### config.mk
export PLATFORM = sky130hd
export DESIGN_NAME = prio_irq_resolver
export DESIGN_NICKNAME = d
export VERILOG_FILES = /design/src/rtl/prio_irq_pkg.sv /design/src/rtl/prio_find.sv /design/src/rtl/irq_line_capture.sv /design/src/rtl/prio_irq_resolver.sv
export SDC_FILE = /design/constraint.sdc
export NUM_CORES = 1
export LEC_CHECK = 0
export BUFFER_PORTS_ARGS = -buffer_cell sky130_fd_sc_hd__buf_4
export CORE_AREA = 4 4 144 77
export CTS_CLUSTER_DIAMETER = 40
export DETAILED_ROUTE_END_ITERATION = 8
export DIE_AREA = 0 0 148 81
export GPL_TIMING_DRIVEN = 0
export PLACE_DENSITY = 0.67
export SKIP_CTS_REPAIR_TIMING = 1
export SLEW_MARGIN = 20
export SYNTH_ARGS = -nofsm -noshare
export SYNTH_HDL_FRONTEND = slang
export SYNTH_SLANG_ARGS = --single-unit
export TNS_END_PERCENT = 10
### constraint.sdc
create_clock -name clk -period 4.51 [get_ports clk]
set_clock_uncertainty 0.15 [all_clocks]
set_input_delay 0.451 -clock clk [delete_from_list [all_inputs] [get_ports clk]]
set_output_delay 0.451 -clock clk [all_outputs]
set_load 0.005 [all_outputs]
### src/rtl/prio_irq_pkg.sv
package prio_irq_pkg;

  typedef enum logic [2:0] {
    CMD_NOP          = 3'd0,
    CMD_EOI_TOP      = 3'd1,
    CMD_EOI_LINE     = 3'd2,
    CMD_EOI_TOP_ROT  = 3'd3,
    CMD_EOI_LINE_ROT = 3'd4,
    CMD_SET_BASE     = 3'd5,
    CMD_AROT_ON      = 3'd6,
    CMD_AROT_OFF     = 3'd7
  } resolver_cmd_e;

endpackage

### src/rtl/prio_find.sv
// Rotated priority encoder: lowest index p whose line (p + base) mod N is set.
module prio_find #(
  parameter int N  = 8,
  parameter int LW = $clog2(N)
) (
  input  logic [N-1:0]  bits,
  input  logic [LW-1:0] base,
  output logic          found,
  output logic [LW:0]   prio
);

  always_comb begin
    found = 1'b0;
    prio  = (LW+1)'(N);
    for (int p = N - 1; p >= 0; p--) begin
      if (bits[LW'(LW'(p) + base)]) begin
        found = 1'b1;
        prio  = (LW+1)'(p);
      end
    end
  end

endmodule

### src/rtl/irq_line_capture.sv
// One request line: edge or level capture, cleared by acknowledge or end-of-interrupt.
module irq_line_capture (
  input  logic clk,
  input  logic rst,
  input  logic req_in,
  input  logic level_mode,
  input  logic ack_clear,
  input  logic drop,
  output logic pending
);

  logic last_q;

  always_ff @(posedge clk) begin
    if (rst) begin
      last_q  <= 1'b0;
      pending <= 1'b0;
    end else begin
      last_q <= drop ? 1'b0 : req_in;
      if (drop)
        pending <= 1'b0;
      else if (level_mode)
        pending <= req_in;
      else if (req_in && !last_q)
        pending <= 1'b1;
      else if (ack_clear)
        pending <= 1'b0;
    end
  end

  AST_RISE_NEEDS_INPUT: assert property (@(posedge clk) disable iff (rst)
    $rose(pending) |-> $past(req_in));

  AST_LEVEL_FOLLOWS: assert property (@(posedge clk) disable iff (rst)
    (level_mode && !drop) |=> (pending == $past(req_in)));

  AST_DROP_CLEARS: assert property (@(posedge clk) disable iff (rst)
    drop |=> !pending);

endmodule

### src/rtl/prio_irq_resolver.sv
module prio_irq_resolver
  import prio_irq_pkg::*;
#(
  parameter int          N               = 8,
  parameter int          IS_PRIMARY      = 1,
  parameter int          CASCADE_LINE    = 2,
  parameter int unsigned FIXED_EDGE_MASK = 32'h0000_0007,
  localparam int         LW              = $clog2(N)
) (
  input  logic          clk,
  input  logic          rst,
  input  logic [N-1:0]  irq_in,
  input  logic          trig_wr,
  input  logic [N-1:0]  trig_data,
  input  logic          mask_wr,
  input  logic [N-1:0]  mask_data,
  input  logic          sfn_mode,
  input  logic          auto_eoi,
  input  logic          cmd_wr,
  input  logic [2:0]    cmd_op,
  input  logic [LW-1:0] cmd_level,
  input  logic          ack,
  output logic          int_req,
  output logic [LW-1:0] int_level,
  output logic          ack_done,
  output logic [LW-1:0] ack_level,
  output logic [N-1:0]  irr_out,
  output logic [N-1:0]  isr_out
);

  localparam logic [N-1:0] FIXED_EDGE = FIXED_EDGE_MASK[N-1:0];
  localparam logic [N-1:0] ONE        = {{(N-1){1'b0}}, 1'b1};

  logic [N-1:0]  trig_q, imr_q, isr_q, irr;
  logic [LW-1:0] base_q, base_n;
  logic          arot_q, arot_n;

  logic [N-1:0]  pend_vec, serv_vec, drop_vec, isr_set, ack_clr;
  logic          pend_any, serv_any, top_any, cand_valid, ack_take;
  logic [LW:0]   pend_p, serv_p, top_p;
  logic [LW-1:0] pend_line, top_line;
  resolver_cmd_e op;

  assign op = resolver_cmd_e'(cmd_op);

  // Request capture, one instance per line
  for (genvar i = 0; i < N; i++) begin : g_line
    irq_line_capture u_cap (
      .clk        (clk),
      .rst        (rst),
      .req_in     (irq_in[i]),
      .level_mode (trig_q[i]),
      .ack_clear  (ack_clr[i]),
      .drop       (drop_vec[i]),
      .pending    (irr[i])
    );
  end

  // Arbitration
  assign pend_vec = irr & ~imr_q;

  always_comb begin
    serv_vec = isr_q;
    if (IS_PRIMARY != 0 && sfn_mode) serv_vec[CASCADE_LINE] = 1'b0;
  end

  prio_find #(.N(N), .LW(LW)) u_pend (.bits(pend_vec), .base(base_q), .found(pend_any), .prio(pend_p));
  prio_find #(.N(N), .LW(LW)) u_serv (.bits(serv_vec), .base(base_q), .found(serv_any), .prio(serv_p));
  prio_find #(.N(N), .LW(LW)) u_top  (.bits(isr_q),    .base(base_q), .found(top_any),  .prio(top_p));

  assign pend_line  = LW'(pend_p[LW-1:0] + base_q);
  assign top_line   = LW'(top_p[LW-1:0] + base_q);
  assign cand_valid = pend_any && (!serv_any || (pend_p < serv_p));
  assign ack_take   = ack && cand_valid;

  // Commands, acknowledge and auto end-of-interrupt
  always_comb begin
    drop_vec = '0;
    base_n   = base_q;
    arot_n   = arot_q;
    if (cmd_wr) begin
      case (op)
        CMD_EOI_TOP:      if (top_any) drop_vec = ONE << top_line;
        CMD_EOI_TOP_ROT:  if (top_any) begin
                            drop_vec = ONE << top_line;
                            base_n   = LW'(top_line + 1'b1);
                          end
        CMD_EOI_LINE:     drop_vec = ONE << cmd_level;
        CMD_EOI_LINE_ROT: begin
                            drop_vec = ONE << cmd_level;
                            base_n   = LW'(cmd_level + 1'b1);
                          end
        CMD_SET_BASE:     base_n = LW'(cmd_level + 1'b1);
        CMD_AROT_ON:      arot_n = 1'b1;
        CMD_AROT_OFF:     arot_n = 1'b0;
        default:          ;
      endcase
    end
    isr_set = ack_take ? (ONE << pend_line) : '0;
    ack_clr = isr_set & ~trig_q;
    if (ack_take && auto_eoi) begin
      drop_vec = drop_vec | isr_set;
      isr_set  = '0;
      if (arot_q) base_n = LW'(pend_line + 1'b1);
    end
  end

  always_ff @(posedge clk) begin
    if (rst) begin
      trig_q    <= '0;
      imr_q     <= '0;
      isr_q     <= '0;
      base_q    <= '0;
      arot_q    <= 1'b0;
      int_req   <= 1'b0;
      int_level <= '0;
      ack_done  <= 1'b0;
      ack_level <= '0;
    end else begin
      if (trig_wr) trig_q <= trig_data & ~FIXED_EDGE;
      if (mask_wr) imr_q  <= mask_data;
      isr_q     <= (isr_q | isr_set) & ~drop_vec;
      base_q    <= base_n;
      arot_q    <= arot_n;
      int_req   <= cand_valid;
      int_level <= pend_line;
      ack_done  <= ack;
      if (ack) ack_level <= ack_take ? pend_line : LW'(N - 1);
    end
  end

  assign irr_out = irr;
  assign isr_out = isr_q;

  AST_ACK_EMPTY_NOCHANGE: assert property (@(posedge clk) disable iff (rst)
    (ack && !cand_valid && !cmd_wr) |=> (ack_level == LW'(N - 1) && isr_q == $past(isr_q)));

  AST_ACK_ONE_BIT: assert property (@(posedge clk) disable iff (rst)
    (ack && !cmd_wr) |=> ($countones(isr_q & ~$past(isr_q)) <= 1));

  AST_AEOI_NO_ISR: assert property (@(posedge clk) disable iff (rst)
    (ack && auto_eoi && !cmd_wr) |=> ((isr_q & ~$past(isr_q)) == '0));

  AST_REQ_NOT_IN_SERVICE: assert property (@(posedge clk) disable iff (rst)
    (int_req && !(IS_PRIMARY != 0 && int_level == LW'(CASCADE_LINE)))
      |-> ((($past(isr_q)) & (ONE << int_level)) == '0));

endmodule

==> results.txt <==
DR pass1 iterations: 5
Most common cell after layout, fill and taps aside: buf_4
Gr usage total: 22.3%
Power per cell area: 813 nW/um^2
CTS Root Cell: clkbuf_16
Largest family of logic cells by synthesized area: multiplexers
Routed WL: 13900 um
Non-filler instance count after layout: 703
Synth Flop Type: dfxtp_1
Sequential share of power: 14.4%
Clock Power Share: 8.8%
Die extent in x: 148 um
Worst Setup Path Type: flip-flop to flip-flop
R2r startpoint: base_q[0]$_SDFF_PP0_
N_diodes: 0
Slew @ Worst Pin: 0.688 ns
Global-route wire length before repair: 21000 um
Final min period: 4.69 ns
Failing checks: negative setup slack
Reg2Reg Setup Slack: -0.18 ns
Synth Area in Compound Gates: 18.9%
Post-Synthesis Net Count: 541
Initial antenna violation count: 0
Routed WL per cell: 19.8 um
Synthesis-stage register bit count: 49
Die Footprint: 12000 um^2
Fmax: 0.213 GHz
Slew Viols, Final: 0
WP data arrival: 4.77 ns
Fin util: 57.0%
Gpl congestion: 0.918
Clock Latency Late Sink: 0.30 ns
Rows: 26
Post-synth EDFFs: 0
Hold EP: trig_q[5]$_SDFFE_PP0P_
Sequential fraction of the synthesis area: 22.7%
Net Switching: 0.00229 W
Clock sinks: 49
FF+latch area: 986 um^2
Result of the run: complete, but fails checks
Footprint of the multi-input gates: 3350 um^2
TritonCTS clock tree: built
Clock buffer count from CTS: 5
Hold Crit Class: primary input to flip-flop
Post-synthesis mux area share: 21.0%
Pin count of the biggest net entering global routing: 19
# DRC: 0
IO Count: 62
H-tree depth: 2
DP Cell Count: 672
Worst Setup End Kind: flip-flop
Core area: 9890 um^2
Unrepaired setup endpoints after global routing: yes
Setup tns final: -0.449 ns
# fillers: 895
Beginning of the worst hold path: trig_data[5]
Syn avg cell area: 9.07 um^2
Adder-Cell Fraction of Synth Area: 7.87%
Max-slew headroom: 54.1%
Vias per inst: 5.89
# port buffers: 55
Power share of the combinational group: 76.9%
Reg2reg end: g_line[7].u_cap.pending$_SDFFE_PP0P_
WHS Path Cells: 3
Setup violations, final: 7
Gr ovfl total: 0
Max Cap Viol: 0
CTS max path bufs: 2
Cell Int Power: 0.00229 W
P_leak: 2.40 nW
Asr flop ratio synth: 0%
Synth unique cells: 77
Crit Path Max Fanout: 7
Most frequent cells in the layout: buf_4, dfxtp_1, nor2_1
Worst setup SP type: flip-flop
Final setup margin: -0.184 ns
Die Y: 81 um
Final #Nets: 626
Vias in the first global route: 3966
Mapped Area: 4320 um^2
Iter 0 DRT Violations: 342
Sw Ratio: 49.9%
Final cycle utilization of the critical path: 104%
Initial Utilization: 43.7%
Final hold vios: 0
Simple-gate area share of the yosys netlist: 20.5%
Post-route ant nets: 0
Mapped Cells: 477
Xor/xnor share of the synthesized area: 2.23%
CP required: 4.59 ns
Reg clk slew, reported paths: 0.08 ns
Warnings from Yosys: 0
DP Worst Slack: -1.09 ns
Layout area overhead: 30.3%
R2r worst-path depth: 19
HPWL after DPL: 10800 um
Max VDD drop: 0.352 mV
Min Hold Slack: 0.234 ns
Layout cells sized above 1: 37.3%
Vias: 4139
worst max-delay path: stages, from the launching register on:
cell,delay (ns)
dfxtp_4,0.38
buf_8,0.12
inv_6,0.04
buf_12,0.12
ha_4,0.32
buf_8,0.12
mux4_2,0.34
a21boi_2,0.18
a311o_1,0.27
a222oi_1,0.38
a211oi_2,0.11
ha_2,0.21
fa_2,0.34
buf_8,0.14
or2_4,0.24
or4_4,0.43
o2111a_2,0.18
a41oi_4,0.28
nand3_1,0.12
o22ai_1,0.17
registers in the layout (all words and copies together), names as in the netlist:
name and cells:
base_q 3, trig_q 5, ack_done 1, arot_q 1, int_level 3, ack_level 3, g_line.u_cap.last_q 8, int_req 1
imr_q 8, g_line.u_cap.pending 8, isr_out 8
synthesized netlist by cell type, types with 11 or more instances:
cell type	number	area (um^2)
ha_1	24	300
mux2i_1	31	310
nor2_1	38	143
a21oi_1	25	125
nand2b_1	15	93.8
o21ai_0	17	85.1
mux4_2	22	495
dfxtp_1	49	981
clkbuf_1	11	41.3
inv_1	19	71.3
and2_1	11	68.8
nand2_1	28	105
nor2b_1	15	93.8
final cells by class:
| class | count | area share [%] |
|---|---|---|
| Clock buffer | 5 | 2.22 |
| Timing Repair Buffer | 79 | 11.1 |
| Multi-Input combinational cell | 372 | 59.4 |
| Clock inverter | 3 | 0.511 |
| Sequential cell | 49 | 17.5 |
| Buffer | 32 | 4.48 |
| Inverter | 23 | 1.73 |
| Tap cell | 140 | 3.11 |
cell families after synthesis:
| group | count (synthesis) |
|---|---|
| XOR/XNOR | 8 |
| multiplexers | 62 |
| flip-flops | 49 |
| AND/OR/NAND/NOR | 165 |
| AO/OA/AOI/OAI | 111 |
| buffers and inverters | 56 |
| adder cells (fa/ha/maj) | 26 |
per-layer routing:
| metal | track usage (%) | share of wire [%] | routed length, um |
|---|---|---|---|
| met2 | 32.7 | 42 | 5800 |
| met5 | 0 | 0 | 0 |
| met1 | 33.4 | 50 | 6920 |
| met3 | 5.85 | 8.3 | 1160 |
| met4 | 3.50 | 0.41 | 57 |
metrics by stage:
stage	total power, W	area [um^2]
after floorplan	0.00262	4350
after global placement	0.00335	4940
after detailed placement	0.00341	4940
after CTS	0.00383	5090
after global routing	0.00486	5640
final	0.00458	5640
power groups by stage:
stage | combinational [W] | clock, W | sequential [W]
2_1_floorplan | 0.00201 | 0 | 0.000609
3_3_place_gp | 0.00270 | 0 | 0.000657
3_5_place_dp | 0.00275 | 0 | 0.000662
4_1_cts | 0.00277 | 0.000404 | 0.000653
5_1_grt | 0.00377 | 0.000425 | 0.000669
6_report | 0.00352 | 0.000401 | 0.000659
worst max-delay path by stage:
stage                                           endpoint                 start  cells past startpoint
floorplan           g_line[7].u_cap.pending$_SDFFE_PP0P_  base_q[0]$_SDFF_PP0_                     20
global placement       g_line[4].u_cap.last_q$_SDFF_PP0_  base_q[1]$_SDFF_PP0_                     15
detailed placement     g_line[4].u_cap.last_q$_SDFF_PP0_  base_q[1]$_SDFF_PP0_                     15
CTS                    g_line[4].u_cap.last_q$_SDFF_PP0_  base_q[1]$_SDFF_PP0_                     15
global route        g_line[7].u_cap.pending$_SDFFE_PP0P_  base_q[0]$_SDFF_PP0_                     19
finish              g_line[7].u_cap.pending$_SDFFE_PP0P_  base_q[0]$_SDFF_PP0_                     19
No activity file was read; power rests on OpenSTA's default activity.
